`config.mk`:
```
export PLATFORM = sky130hd
export DESIGN_NAME = rx_desc_dma
export DESIGN_NICKNAME = d
export VERILOG_FILES = /design/src/rtl/rx_dma_pkg.sv /design/src/rtl/rx_dma_regs.sv /design/src/rtl/rx_dma_pack.sv /design/src/rtl/rx_dma_ctrl.sv /design/src/rtl/rx_desc_dma.sv
export SDC_FILE = /design/constraint.sdc
export NUM_CORES = 1
export LEC_CHECK = 0
export ABC_AREA = 1
export BUFFER_PORTS_ARGS = -buffer_cell sky130_fd_sc_hd__clkbuf_2
export CAP_MARGIN = 20
export CORE_MARGIN = 8
export CORE_UTILIZATION = 53
export DETAILED_ROUTE_END_ITERATION = 10
export GPL_ROUTABILITY_DRIVEN = 0
export GPL_TIMING_DRIVEN = 0
export PLACE_DENSITY = 0.85
export SETUP_SLACK_MARGIN = 0.02
export SLEW_MARGIN = 20
export SYNTH_ARGS = -nofsm -noshare
export SYNTH_HDL_FRONTEND = slang
export SYNTH_SLANG_ARGS = --single-unit
```
`constraint.sdc`:
```
create_clock -name clk_i -period 2.4 [get_ports clk_i]
set_input_delay 0.12 -clock clk_i [delete_from_list [all_inputs] [get_ports clk_i]]
set_output_delay 0.12 -clock clk_i [all_outputs]
set_load 0.01 [all_outputs]
```
`src/rtl/rx_dma_pkg.sv`:
```
package rx_dma_pkg;
  typedef enum logic [2:0] {
    S_IDLE, S_FETCH, S_CHECK, S_RECV, S_STORE, S_WBACK, S_NEXT
  } st_e;
  localparam int unsigned OWN_BIT   = 31;
  localparam int unsigned WRAP_BIT  = 30;
  localparam int unsigned FEND_BIT  = 29;
  localparam int unsigned DESC_SPAN = 16;
endpackage

```
`src/rtl/rx_dma_regs.sv`:
```
module rx_dma_regs #(
  parameter int unsigned DW     = 32,
  parameter int unsigned ADDR_W = 32
) (
  input  logic              clk_i,
  input  logic              rst_ni,
  input  logic              soft_rst_i,
  input  logic              we_i,
  input  logic              sel_i,
  input  logic [DW-1:0]     wdata_i,
  input  logic              hw_clr_i,
  output logic              rr_o,
  output logic [ADDR_W-1:0] base_o,
  output logic [DW-1:0]     rdata_o
);
  logic [ADDR_W-5:0] base_q;

  always_ff @(posedge clk_i or negedge rst_ni) begin
    if (!rst_ni)                rr_o <= 1'b0;
    else if (soft_rst_i)        rr_o <= 1'b0;
    else if (we_i && !sel_i)    rr_o <= wdata_i[0];
    else if (hw_clr_i)          rr_o <= 1'b0;
  end

  always_ff @(posedge clk_i or negedge rst_ni) begin
    if (!rst_ni)             base_q <= '0;
    else if (we_i && sel_i)  base_q <= wdata_i[ADDR_W-1:4];
  end

  assign base_o  = {base_q, 4'b0000};
  assign rdata_o = sel_i ? DW'(base_o) : DW'(rr_o);
endmodule

```
`src/rtl/rx_dma_pack.sv`:
```
module rx_dma_pack #(
  parameter int unsigned LANES = 4,
  localparam int unsigned LW   = $clog2(LANES)
) (
  input  logic               clk_i,
  input  logic               rst_ni,
  input  logic               clr_i,
  input  logic               put_i,
  input  logic [LW-1:0]      lane_i,
  input  logic [7:0]         byte_i,
  output logic [8*LANES-1:0] word_o,
  output logic [LANES-1:0]   be_o
);
  for (genvar l = 0; l < LANES; l++) begin : g_lane
    always_ff @(posedge clk_i or negedge rst_ni) begin
      if (!rst_ni) begin
        word_o[8*l +: 8] <= '0;
        be_o[l]          <= 1'b0;
      end else if (clr_i) begin
        be_o[l] <= 1'b0;
      end else if (put_i && lane_i == LW'(l)) begin
        word_o[8*l +: 8] <= byte_i;
        be_o[l]          <= 1'b1;
      end
    end
  end
endmodule

```
`src/rtl/rx_dma_ctrl.sv`:
```
module rx_dma_ctrl
  import rx_dma_pkg::*;
#(
  parameter int unsigned DW     = 32,
  parameter int unsigned ADDR_W = 32,
  localparam int unsigned LEN_W = DW / 2,
  localparam int unsigned LANES = DW / 8,
  localparam int unsigned LW    = $clog2(LANES)
) (
  input  logic              clk_i,
  input  logic              rst_ni,
  input  logic              soft_rst_i,
  input  logic              rr_i,
  input  logic [ADDR_W-1:0] base_i,
  output logic              hw_clr_o,
  output logic              mem_valid_o,
  output logic              mem_we_o,
  output logic [ADDR_W-1:0] mem_addr_o,
  output logic [DW-1:0]     mem_wdata_o,
  output logic [LANES-1:0]  mem_be_o,
  input  logic              mem_ready_i,
  input  logic [DW-1:0]     mem_rdata_i,
  input  logic              rx_valid_i,
  input  logic              rx_last_i,
  output logic              rx_ready_o,
  output logic              put_o,
  output logic              clr_o,
  output logic [LW-1:0]     lane_o,
  input  logic [DW-1:0]     pk_word_i,
  input  logic [LANES-1:0]  pk_be_i,
  output st_e               state_o
);
  st_e               state;
  logic [ADDR_W-1:0] ptr, baddr, st_addr;
  logic [DW-1:0]     w0;
  logic [LEN_W-1:0]  blen, cnt;
  logic [1:0]        fidx;
  logic              widx, eof, poisoned;
  logic              take, close;
  logic [DW-1:0]     wb0;

  assign state_o     = state;
  assign rx_ready_o  = (state == S_RECV) && rr_i && (cnt != blen);
  assign take        = rx_ready_o && rx_valid_i;
  assign close       = rx_last_i || (cnt + LEN_W'(1) == blen) || (cnt[LW-1:0] == '1);
  assign put_o       = take;
  assign lane_o      = cnt[LW-1:0];
  assign clr_o       = (state == S_CHECK) || (state == S_STORE && mem_ready_i);
  assign hw_clr_o    = (state == S_CHECK) && !w0[OWN_BIT];
  assign mem_valid_o = (state == S_FETCH) || (state == S_STORE) || (state == S_WBACK);
  assign mem_we_o    = (state != S_FETCH);

  always_comb begin
    wb0           = w0;
    wb0[OWN_BIT]  = 1'b0;
    wb0[FEND_BIT] = eof;
  end

  always_comb begin
    mem_addr_o  = ptr;
    mem_wdata_o = wb0;
    mem_be_o    = '1;
    unique case (state)
      S_FETCH: mem_addr_o = ptr + ADDR_W'({fidx, 2'b00});
      S_STORE: begin
        mem_addr_o  = st_addr;
        mem_wdata_o = pk_word_i;
        mem_be_o    = pk_be_i;
      end
      S_WBACK: begin
        mem_addr_o  = ptr + ADDR_W'({widx, 2'b00});
        mem_wdata_o = widx ? {blen, cnt} : wb0;
      end
      default: ;
    endcase
  end

  always_ff @(posedge clk_i or negedge rst_ni) begin
    if (!rst_ni) begin
      state <= S_IDLE; ptr <= '0; baddr <= '0; st_addr <= '0; w0 <= '0;
      blen <= '0; cnt <= '0; fidx <= '0; widx <= 1'b0; eof <= 1'b0; poisoned <= 1'b0;
    end else if (soft_rst_i) begin
      state <= S_IDLE; ptr <= base_i; poisoned <= 1'b0;
    end else begin
      unique case (state)
        S_IDLE: if (rr_i && !poisoned) begin
          state <= S_FETCH; fidx <= '0;
        end
        S_FETCH: if (mem_ready_i) begin
          unique case (fidx)
            2'd0:    w0    <= mem_rdata_i;
            2'd1:    blen  <= mem_rdata_i[DW-1:LEN_W];
            default: baddr <= mem_rdata_i[ADDR_W-1:0];
          endcase
          fidx <= fidx + 2'd1;
          if (fidx == 2'd2) state <= S_CHECK;
        end
        S_CHECK: begin
          cnt <= '0; eof <= 1'b0;
          state <= w0[OWN_BIT] ? S_RECV : S_IDLE;
        end
        S_RECV: begin
          if (!rr_i) begin
            state <= S_IDLE; poisoned <= 1'b1;   // write-back skipped
          end else if (take) begin
            cnt     <= cnt + LEN_W'(1);
            eof     <= rx_last_i;
            st_addr <= baddr + ADDR_W'({cnt[LEN_W-1:LW], {LW{1'b0}}});
            if (close) state <= S_STORE;
          end else if (cnt == blen) begin
            state <= S_WBACK; widx <= 1'b0;
          end
        end
        S_STORE: if (mem_ready_i) begin
          widx  <= 1'b0;
          state <= (eof || cnt == blen) ? S_WBACK : S_RECV;
        end
        S_WBACK: if (mem_ready_i) begin
          widx <= 1'b1;
          if (widx) state <= S_NEXT;
        end
        S_NEXT: begin
          ptr   <= w0[WRAP_BIT] ? base_i : ptr + ADDR_W'(DESC_SPAN);
          fidx  <= '0;
          state <= rr_i ? S_FETCH : S_IDLE;
        end
        default: state <= S_IDLE;
      endcase
    end
  end
endmodule

```
`src/rtl/rx_desc_dma.sv`:
```
module rx_desc_dma
  import rx_dma_pkg::*;
#(
  parameter int unsigned DW     = 32,
  parameter int unsigned ADDR_W = 32,
  localparam int unsigned LANES = DW / 8,
  localparam int unsigned LW    = $clog2(LANES)
) (
  input  logic              clk_i,
  input  logic              rst_ni,
  input  logic              soft_rst_i,
  input  logic              reg_we_i,
  input  logic              reg_sel_i,
  input  logic [DW-1:0]     reg_wdata_i,
  output logic [DW-1:0]     reg_rdata_o,
  output logic              mem_valid_o,
  output logic              mem_we_o,
  output logic [ADDR_W-1:0] mem_addr_o,
  output logic [DW-1:0]     mem_wdata_o,
  output logic [LANES-1:0]  mem_be_o,
  input  logic              mem_ready_i,
  input  logic [DW-1:0]     mem_rdata_i,
  input  logic              rx_valid_i,
  input  logic [7:0]        rx_data_i,
  input  logic              rx_last_i,
  output logic              rx_ready_o
);
  logic              rr, hw_clr, put, clr;
  logic [ADDR_W-1:0] base;
  logic [LW-1:0]     lane;
  logic [DW-1:0]     pk_word;
  logic [LANES-1:0]  pk_be;
  st_e               state;

  rx_dma_regs #(.DW(DW), .ADDR_W(ADDR_W)) u_regs (
    .clk_i, .rst_ni, .soft_rst_i,
    .we_i(reg_we_i), .sel_i(reg_sel_i), .wdata_i(reg_wdata_i),
    .hw_clr_i(hw_clr), .rr_o(rr), .base_o(base), .rdata_o(reg_rdata_o)
  );

  rx_dma_pack #(.LANES(LANES)) u_pack (
    .clk_i, .rst_ni, .clr_i(clr), .put_i(put), .lane_i(lane),
    .byte_i(rx_data_i), .word_o(pk_word), .be_o(pk_be)
  );

  rx_dma_ctrl #(.DW(DW), .ADDR_W(ADDR_W)) u_ctrl (
    .clk_i, .rst_ni, .soft_rst_i, .rr_i(rr), .base_i(base), .hw_clr_o(hw_clr),
    .mem_valid_o, .mem_we_o, .mem_addr_o, .mem_wdata_o, .mem_be_o,
    .mem_ready_i, .mem_rdata_i, .rx_valid_i, .rx_last_i, .rx_ready_o,
    .put_o(put), .clr_o(clr), .lane_o(lane),
    .pk_word_i(pk_word), .pk_be_i(pk_be), .state_o(state)
  );
endmodule

```
==> results of run 1 <==
-- layout by cell type (no fill, tap or decap), types with 33 or more instances in the layout --
master,count
sky130_fd_sc_hd__nand2_1,491
sky130_fd_sc_hd__inv_1,234
sky130_fd_sc_hd__dfrtp_1,216
sky130_fd_sc_hd__clkbuf_2,169
sky130_fd_sc_hd__o21ai_0,166
sky130_fd_sc_hd__nor2_1,122
sky130_fd_sc_hd__a21oi_1,100
sky130_fd_sc_hd__nand3_1,86
sky130_fd_sc_hd__dlygate4sd3_1,73
sky130_fd_sc_hd__o21ai_1,33
-- worst max path at each step --
stage | from | to | slack (ns) | depth (start not counted)
after floorplan | u_ctrl.cnt[2] | u_ctrl.st_addr[30] | 0.15 | 11
after global placement | rst_ni | u_ctrl.st_addr[25] | -3.26 | 1
after detailed placement | u_ctrl.cnt[3] | u_ctrl.st_addr[22] | -0.50 | 8
after CTS | u_ctrl.state_o[0] | mem_wdata_o[15] | -0.003 | 9
after global routing | u_ctrl.state_o[0] | mem_addr_o[8] | -0.007 | 8
final | u_ctrl.state_o[0] | mem_addr_o[16] | 0.05 | 8
-- sequential cells by signal, summed over array words and instances, names as in the netlist --
name / count
u_ctrl.baddr: 32
u_ctrl.widx: 1
u_ctrl.blen: 16
u_regs.base_q: 28
u_ctrl.fidx: 2
u_ctrl.state_o: 3
u_pack.be_o: 4
u_ctrl.st_addr: 32
u_ctrl.eof: 1
u_ctrl.poisoned: 1
u_pack.word_o: 32
u_ctrl.cnt: 16
u_ctrl.ptr: 28
u_regs.rr_o: 1
u_ctrl.w0: 31
-- through the flow --
step / worst slack, ns / hold WS, ns / TNS, ns / cell area, sq um
after detailed placement: -0.502 / 0.0874 / -6.18 / 14700
after CTS: -0.00278 / 0.0708 / -0.00447 / 16400
final: 0.0487 / 0.0798 / 0 / 16600
after floorplan: 0.152 / -0.176 / 0 / 13300
after global routing: -0.00749 / 0.0843 / -0.0146 / 16600
after global placement: -3.26 / 0.348 / -744.59 / 14600
-- cells by family after synthesis --
group / count (synthesis)
simple gates: 777
compound gates: 376
buf+inv: 317
flops: 228
xor+xnor: 44
fa+ha+maj: 24
mux: 21
other cells: 1
-- layer usage --
metal	GRT usage, %	share of wire, %	up-vias
li1	-	-	6413
met1	35.9	39	6502
met2	46.7	46	908
met3	5.21	10	174
met4	13.5	5.2	0
met5	0	0	-
-- timing repair --
action	CTS	global route
endpoints found under the setup margin	79	80
gates resized for setup	59	64
pin swaps	3	7
endpoints found under the hold margin	210	0
hold buffers	73	0
buffers inserted	2	17
-- layout make-up --
type | instances | area [sq um] | share of cell area, %
inverters | 250 | 946 | 5.69
repair buffers | 270 | 1820 | 10.9
clock buffers | 31 | 668 | 4.02
clock inverters | 12 | 101 | 0.609
well taps | 330 | 413 | 2.48
multi-input cells | 1246 | 6530 | 39.3
flip-flops and latches | 228 | 5720 | 34.4
plain buffers | 67 | 440 | 2.65
-- report_power, final --
| part | leakage [nW] | switching (mW) | internal [mW] |
|---|---|---|---|
| sequential | 2.80 | 1.11 | 5.08 |
| clock | 0.377 | 1.60 | 2.08 |
| combinational | 5.09 | 4.69 | 2.74 |
-- critical path, stage by stage, from the launching register on --
cell	delay, ns
sky130_fd_sc_hd__dfrtp_1	0.43
sky130_fd_sc_hd__inv_2	0.08
sky130_fd_sc_hd__nor2_4	0.16
sky130_fd_sc_hd__buf_8	0.18
sky130_fd_sc_hd__clkinvlp_4	0.21
sky130_fd_sc_hd__a21oi_1	0.20
sky130_fd_sc_hd__o21ai_0	0.11
sky130_fd_sc_hd__o211ai_1	0.14
sky130_fd_sc_hd__clkbuf_2	0.19
==> impl.org, run 1 <==
** Flow run
- Max-cap violation count :: 0

** Floorplanning
- The core region is 24,900 sq um.
- Count of boundary I/O pins :: 183
- Row generation in the floorplan step produced 58 rows.
- The die covers 30,400 sq um.
- The initial utilization of the core area, before any placement, comes to 53.5%.
- From left edge to right edge, the die measures 174 um.
- Die Y :: 174 um

** Hold path
- The startpoint identified for the worst hold timing path is rx_valid_i.
- The min-delay analysis places its worst path in the category primary input to flip-flop.
- The worst hold path terminates at u_ctrl.st_addr[9].
- Hold Crit Depth :: 3

** Clocking
- TritonCTS built the clock tree.
- In this run the number of H-tree levels came out at 1.
- Clock transition time at the flip-flop clock pins of the worst setup and hold paths :: 0.06 ns
- Number of buffers created by CTS :: 25
- Clock tree root driver cell :: sky130_fd_sc_hd__clkbuf_16
- Counting along the longest clock path gives a buffer depth of 3.
- Clock sinks :: 228
- Clock latency on the worst-skew pair, taken at its later pin, is 0.53 ns.

** Yosys
- Combined area of all synthesized cells :: 13,300 sq um
- For this run, the leading register cell type out of synthesis is sky130_fd_sc_hd__dfrtp_1.
- Xor/xnor share of the synthesized area :: 2.90%
- After synthesis the netlist holds a flip-flop and latch count of 228.
- Largest area contributor in the synthesized netlist :: sky130_fd_sc_hd__dfrtp_1
- Ranking of synthesized cells by instance count :: 496 x sky130_fd_sc_hd__nand2_1, 241 x sky130_fd_sc_hd__inv_1, 228 x sky130_fd_sc_hd__dfrtp_1
- Number of instances in the synthesized netlist :: 1,788
- The synthesized netlist devotes 16.1% of its cell area to compound gates.
- After synthesis, the mean cell area works out to 7.44 sq um.
- Cell variety after synth :: 51
- Basic-gate share of the synthesized area counting and, or, nand and nor cells :: 24.3%
- Async SR Flop Fraction :: 100%
- After synthesis, flip-flops and latches occupy 42.9% of the total area.
- After Yosys synthesis, full adders, half adders and majority gates account for 2.31% of the synthesized area.
- By area the synthesized netlist is led by sky130_fd_sc_hd__dfrtp_1 43%, sky130_fd_sc_hd__nand2_1 14%, sky130_fd_sc_hd__inv_1 6.8%.
- By area, the combinational part of the netlist is dominated by simple AND/OR/NAND/NOR gates.
- Yosys printed 0 warnings.
- Multiplexer fraction of the synthesized cell area :: 1.78%
- Among all cell types in the netlist, the one instantiated most often is sky130_fd_sc_hd__nand2_1.
- Yosys mapped a number of flops with a built-in enable equal to 0.
- In this run the biggest area consumer among cell types represents 42.9% of the synthesized area.

** Global routing
- First-pass GRT wire length :: 71.2 mm
- GRT Residual Overflow :: 0
- In the global route stage, overall resource usage came out at 28.5%.
- Maximum number of pins on one net before global-route repair :: 95
- The via count of the first global-routing pass came to 13,700.
- The initial antenna violation count is 0.

** Routing
- Remaining routing DRC violations :: 0
- For this block, the initial DRC count from the detailed router was 1,392.
- Via density :: 5.75
- The detail route stage leaves a number of antenna-violating nets equal to 0.
- Pre-Repair DR Iteration Count :: 6
- After detailed routing, the average wire length per cell comes to 18.3 um.
- Total wirelength of the detailed-routed design :: 44.6 mm
- Across all layers, the routed design uses 14,000 vias.

** Place
- Count of port buffers added during placement :: 176
- Detailed placement HPWL :: 32.8 mm
- Placed Cells incl. Taps :: 2,299

** Setup path
- The worst setup path is launched from a flip-flop.
- Reg2reg path depth :: 15
- STA puts the critical path data required time at 2.28 ns.
- In this run the critical register-to-register path is captured at u_ctrl.state_o[1].
- Worst-path maximum fanout :: 9
- In this run the critical register-to-register path is launched from u_ctrl.cnt[1].
- The setup path with the least slack is of type flip-flop to primary output.
- Capturing element type of the critical path :: primary output
- Setup slack on the worst reg-to-reg path comes out at 0.13 ns.
- Data arrives at the worst endpoint at 2.23 ns.

** Cells and area
- For this run, the share of the core covered by cells in the final layout is 66.8%.
- Counting the fill cells in the layout gives 1,913.
- In the final layout, the share of cells above drive strength 1 is 18.7%.
- ANT cells :: 0
- From synthesis to final layout, the design area changed by 25.0%.
- Leaving out filler cells and counting taps, the final layout contains 2,434.
- Net count of the finished layout :: 2,192

** Timing
- Post-route clock skew :: 0.0209 ns
- The number of max-slew violations in the final report came to 0.
- Unrepaired setup endpoints after global routing :: yes
- Relative max-transition margin :: 36.0%
- Peak Freq :: 425 MHz
- In the finished design, the share of the clock period the worst path needs comes to 98.0%.
- At the pin with the least slew margin, the transition time is 0.951 ns.
- The final number of hold-violating endpoints is 0.
- Counting I/O delays and the setup requirement, the final critical path takes 2.35 ns.
- Final setup violating endpoints :: 0

** Pwr
- Power Total :: 17.3 mW
- Across the VDD grid, the largest voltage drop is 0.000679 V.
- In this run the static leakage power is 8.27 nW.
- Power spread over the standard cell area amounts to 1040 nW/um^2.

** Run status
- Outcome :: finished, final reports clean
(Power assumes the default switching activity.)
==> run 2: changes to the inputs <==
--- a/config.mk
+++ b/config.mk
@@ -8,12 +8,14 @@
 export ABC_AREA = 1
 export BUFFER_PORTS_ARGS = -buffer_cell sky130_fd_sc_hd__clkbuf_2
 export CAP_MARGIN = 20
+export CELL_PAD_IN_SITES_DETAIL_PLACEMENT = 0
+export CELL_PAD_IN_SITES_GLOBAL_PLACEMENT = 1
 export CORE_MARGIN = 8
-export CORE_UTILIZATION = 53
+export CORE_UTILIZATION = 38
 export DETAILED_ROUTE_END_ITERATION = 10
 export GPL_ROUTABILITY_DRIVEN = 0
 export GPL_TIMING_DRIVEN = 0
-export PLACE_DENSITY = 0.85
+export PLACE_DENSITY = 0.84
 export SETUP_SLACK_MARGIN = 0.02
 export SLEW_MARGIN = 20
 export SYNTH_ARGS = -nofsm -noshare
==> run 2 against run 1 <==
Against the previous run:
- non-clock buffer count rose by 16
- sequential power shrank 0.8%
- worst hold slack worse by 0.010 ns
- clock-buffer cell count grew 7
- combinational power grew 5.5%
- clock skew rose by 0.0079 ns
- critical path depth grew 1
- clock power increased by 16%
- utilization down 16 points
- cell area grew 4.5%
==> impl.org, run 2 (same netlist as run 1, synthesis figures left out) <==
** Run status
- The run finished with clean final reports.

** Cells and area
- The multi-input combinational cell area came to 6720 sq um (+2.9%).
- The final net count came to 2,210 (+0.82%).
- Sequential cell area in the final layout :: 5720 sq um (about the same)
- ANT cells :: 0 (unchanged)
- Filler cell count in the final layout :: 3,347 (+75%)
- Most frequent standard cell in the layout excluding fill and tap cells :: sky130_fd_sc_hd__nand2_1
- The area growth from synthesis to layout is 30.7%.
- The non-filler instance count after layout is 2,579 (+6.0%).
- The post-route standard cell area excluding fillers was 17,400 sq um (+4.5%).
- Most frequent cells in the layout :: 489 x sky130_fd_sc_hd__nand2_1, 231 x sky130_fd_sc_hd__inv_1, 214 x sky130_fd_sc_hd__dfrtp_1, 161 x sky130_fd_sc_hd__o21ai_0, 140 x sky130_fd_sc_hd__clkbuf_2
- Layout cells sized above 1 :: 20.5% (+1.8 points)
- The fraction of the core area covered by cells at the end of the flow was 50.4% (-16 points).
- The largest registers in the layout are u_ctrl.baddr x32, u_ctrl.st_addr x32, u_pack.word_o x32.

** Clocking
- H-Tree Depth :: 1 (unchanged)
- The clock edge transition at the registers on the reported setup and hold paths is 0.06 ns (about the same).
- The number of sinks handled by clock tree synthesis came to 228 (unchanged).
- The maximum clock path buffer count is 3 (unchanged).
- The number of buffers inserted during clock tree synthesis was 27 (+8.0%).
- TritonCTS built the clock tree.
- Insertion delay of the later-clocked pin in the worst-skew pair :: 0.55 ns (+0.02 ns)
- Clock tree root driver cell :: sky130_fd_sc_hd__clkbuf_16

** Routing
- Met3 Routed Length :: 2.93 mm (-35%)
- Total via count in the routed design :: 13,300 (-4.9%)
- Routed wirelength normalized by instance count :: 18.2 um (-0.32%)
- The remaining routing DRC violations came to 0 (unchanged).
- The final wirelength was 47.1 mm (+5.6%).
- The met2 wirelength from detailed routing came to 21.2 mm (+3.0%).
- The residual antenna-violating net count after detailed routing came to 0 (unchanged).
- Via density :: 5.16 (-10%)
- Top metal layer carrying routed signals :: met4
- The number of DRC violations after detailed-routing iteration 0 came to 947 (-32%).
- The detailed-routing iteration count for the pre-antenna-repair pass came to 6 (unchanged).
- The met1 routed wirelength after detailed routing is 20.8 mm (+21%).

** Place
- The post-detailed-placement half-perimeter wirelength was 35.9 mm (+9.3%).
- Post-place instance area :: 14,800 sq um (+1.1%)
- Count of port buffers added during placement :: 176 (unchanged)
- Placed Cells incl. Taps :: 2,424 (+5.4%)

** Global routing
- Overall track demand over capacity in global routing :: 22.1% (-6.3 points)
- The global-route congestion overflow total is 0 (unchanged).
- Maximum number of pins on one net before global-route repair :: 91 (-4.2%)
- First-pass GRT wire length :: 73.3 mm (+3.0%)
- The via count of the first global-routing pass was 13,200 (-3.1%).
- The initial antenna violation count is 0 (unchanged).

** Setup path
- Worst-path maximum fanout :: 7 (-2)
- The cell family contributing the most delay on the critical path is buffers and inverters.
- Endpoint required time on the critical path :: 2.28 ns (about the same)
- Counting stages on the worst path, the most repeated cell is sky130_fd_sc_hd__nor2_4.
- Buffers & Inverters on Critical Path :: 5 (+1)
- Capturing element type of the critical path :: primary output
- The stage delay of the slowest cell on the critical path was 0.41 ns (-0.02 ns).
- The worst setup path is of the flip-flop to primary output kind.
- Critical Path Start Type :: flip-flop
- Worst-path cell chain :: buf_6 > nor2_4 > inv_2 > nor2_4 > buf_12 > buf_4 > nand2_1 > o211ai_1 > buf_2
- Critical Path AT :: 2.19 ns (-0.04 ns)
- Library cell contributing the largest single delay on the critical path :: sky130_fd_sc_hd__dfrtp_1

** Floorplanning
- The horizontal die dimension is 203 um (+16%).
- Die Y :: 203 um (+16%)
- Row count :: 68 (+17%)
- The standard cell core area was 34,500 sq um (+39%).
- The I/O pin count was 183 (unchanged).
- The full die area is 41,300 sq um (+36%).
- Initial Util :: 38.5% (-15 points)

** Pwr
- The power density over cell area is 1050 nW/um^2 (+1.0%).
- The sum of internal, switching and leakage power is 18.3 mW (+5.6%).
- Leak :: 8.48 nW (+2.6%)
- The peak ir drop on the vdd network was 0.000641 V (-5.6%).

** Timing
- Final hold violation count :: 0 (unchanged)
- Unrepaired setup endpoints after global routing :: yes
- The maximum operating frequency is 433 MHz (+1.8%).
- The post-route clock period utilization is 96.2% (-1.8 points).
- Relative max-transition margin :: 47.0% (+11 points)
- The actual transition at the worst max-transition pin is 0.790 ns (-0.160 ns).
- The final setup violation count is 0 (unchanged).
- Clock period minus final worst setup slack :: 2.31 ns (-0.0423 ns)
- The clock tree skew after final layout came to 0.0289 ns (+0.00791 ns).
- Number of max-slew violations in the final report :: 0 (unchanged)

** Flow run
- Max-cap violation count :: 0 (unchanged)

** Hold path
- Tightest Hold Check Type :: primary input to flip-flop
[run 2: cell types whose count changed in the layout (fill, tap and decap cells not counted), moves of 7 or more]
cell	before	now
sky130_fd_sc_hd__buf_2	22	44
sky130_fd_sc_hd__buf_4	27	36
sky130_fd_sc_hd__buf_6	9	16
sky130_fd_sc_hd__clkbuf_2	169	140
sky130_fd_sc_hd__clkbuf_8	6	15
sky130_fd_sc_hd__o221ai_1	20	6
sky130_fd_sc_hd__o221ai_2	16	23
sky130_fd_sc_hd__o221ai_4	0	7
[run 2: worst register-to-register path, cell delays in order (launching register included)]
cell and delay [ns]:
sky130_fd_sc_hd__dfrtp_2 0.45, sky130_fd_sc_hd__inv_1 0.19, sky130_fd_sc_hd__nand2_1 0.08, sky130_fd_sc_hd__nand2_1 0.13
sky130_fd_sc_hd__nor2_1 0.06, sky130_fd_sc_hd__nand2_1 0.12, sky130_fd_sc_hd__nor2_2 0.07, sky130_fd_sc_hd__nand2_2 0.13
sky130_fd_sc_hd__buf_4 0.16, sky130_fd_sc_hd__nand3_4 0.10, sky130_fd_sc_hd__a21oi_4 0.32, sky130_fd_sc_hd__buf_6 0.21
sky130_fd_sc_hd__nand3_1 0.10, sky130_fd_sc_hd__o21ai_2 0.07
[run 2: through the flow]
step	hold WS, ns	setup WS (ns)	TNS [ns]
after floorplan	-0.176	0.152	0
after global placement	0.360	-3.54	-814.75
after detailed placement	0.169	-0.575	-10.22
after CTS	0.0566	0.0200	0
after global routing	0.0900	0.00413	0
final	0.0697	0.0911	0
[run 2: area by class of cell]
cell class	instances	area share (%)
plain buffers	67	2.89
clock buffers	38	4.58
clock inverters	9	0.734
inverters	250	5.47
multi-input cells	1246	38.6
flip-flops and latches	228	32.9
well taps	455	3.27
repair buffers	286	11.5
[run 2: repair_timing]
action,4_1_cts,5_1_grt
endpoints found under the setup margin,85,81
gates resized for setup,88,118
setup buffers,13,19
hold buffers,74,0
pin swaps,5,13
endpoints found under the hold margin,208,0
gates cloned,2,0
[run 2: worst paths after layout]
check | startpoint | endpoint | slack, ns | cells after the start
worst min register to register | u_ctrl.st_addr[28] | u_ctrl.st_addr[28] | 0.48 | 2
worst max register to register | u_ctrl.cnt[11] | u_ctrl.cnt[14] | 0.14 | 13
worst min-delay path | rx_valid_i | u_ctrl.st_addr[14] | 0.07 | 3
worst max-delay path | u_ctrl.state_o[0] | mem_addr_o[10] | 0.09 | 9
max in group asynchronous | rst_ni | u_ctrl.state_o[1] | 1.38 | 3
min in group asynchronous | rst_ni | u_ctrl.baddr[9] | 0.16 | 2
[run 2: routing by layer]
metal	GRT usage, %	vias up
li1	-	6459
met1	29.1	6261
met2	35.4	482
met3	3.76	107
met4	10.2	0
met5	0	-
[run 2: where the power goes]
group / internal [mW] / switching (mW) / leakage (nW)
clock: 2.62 / 1.66 / 0.460
sequential: 5.09 / 1.06 / 2.80
combinational: 3.00 / 4.85 / 5.22
total: 10.7 / 7.57 / 8.48
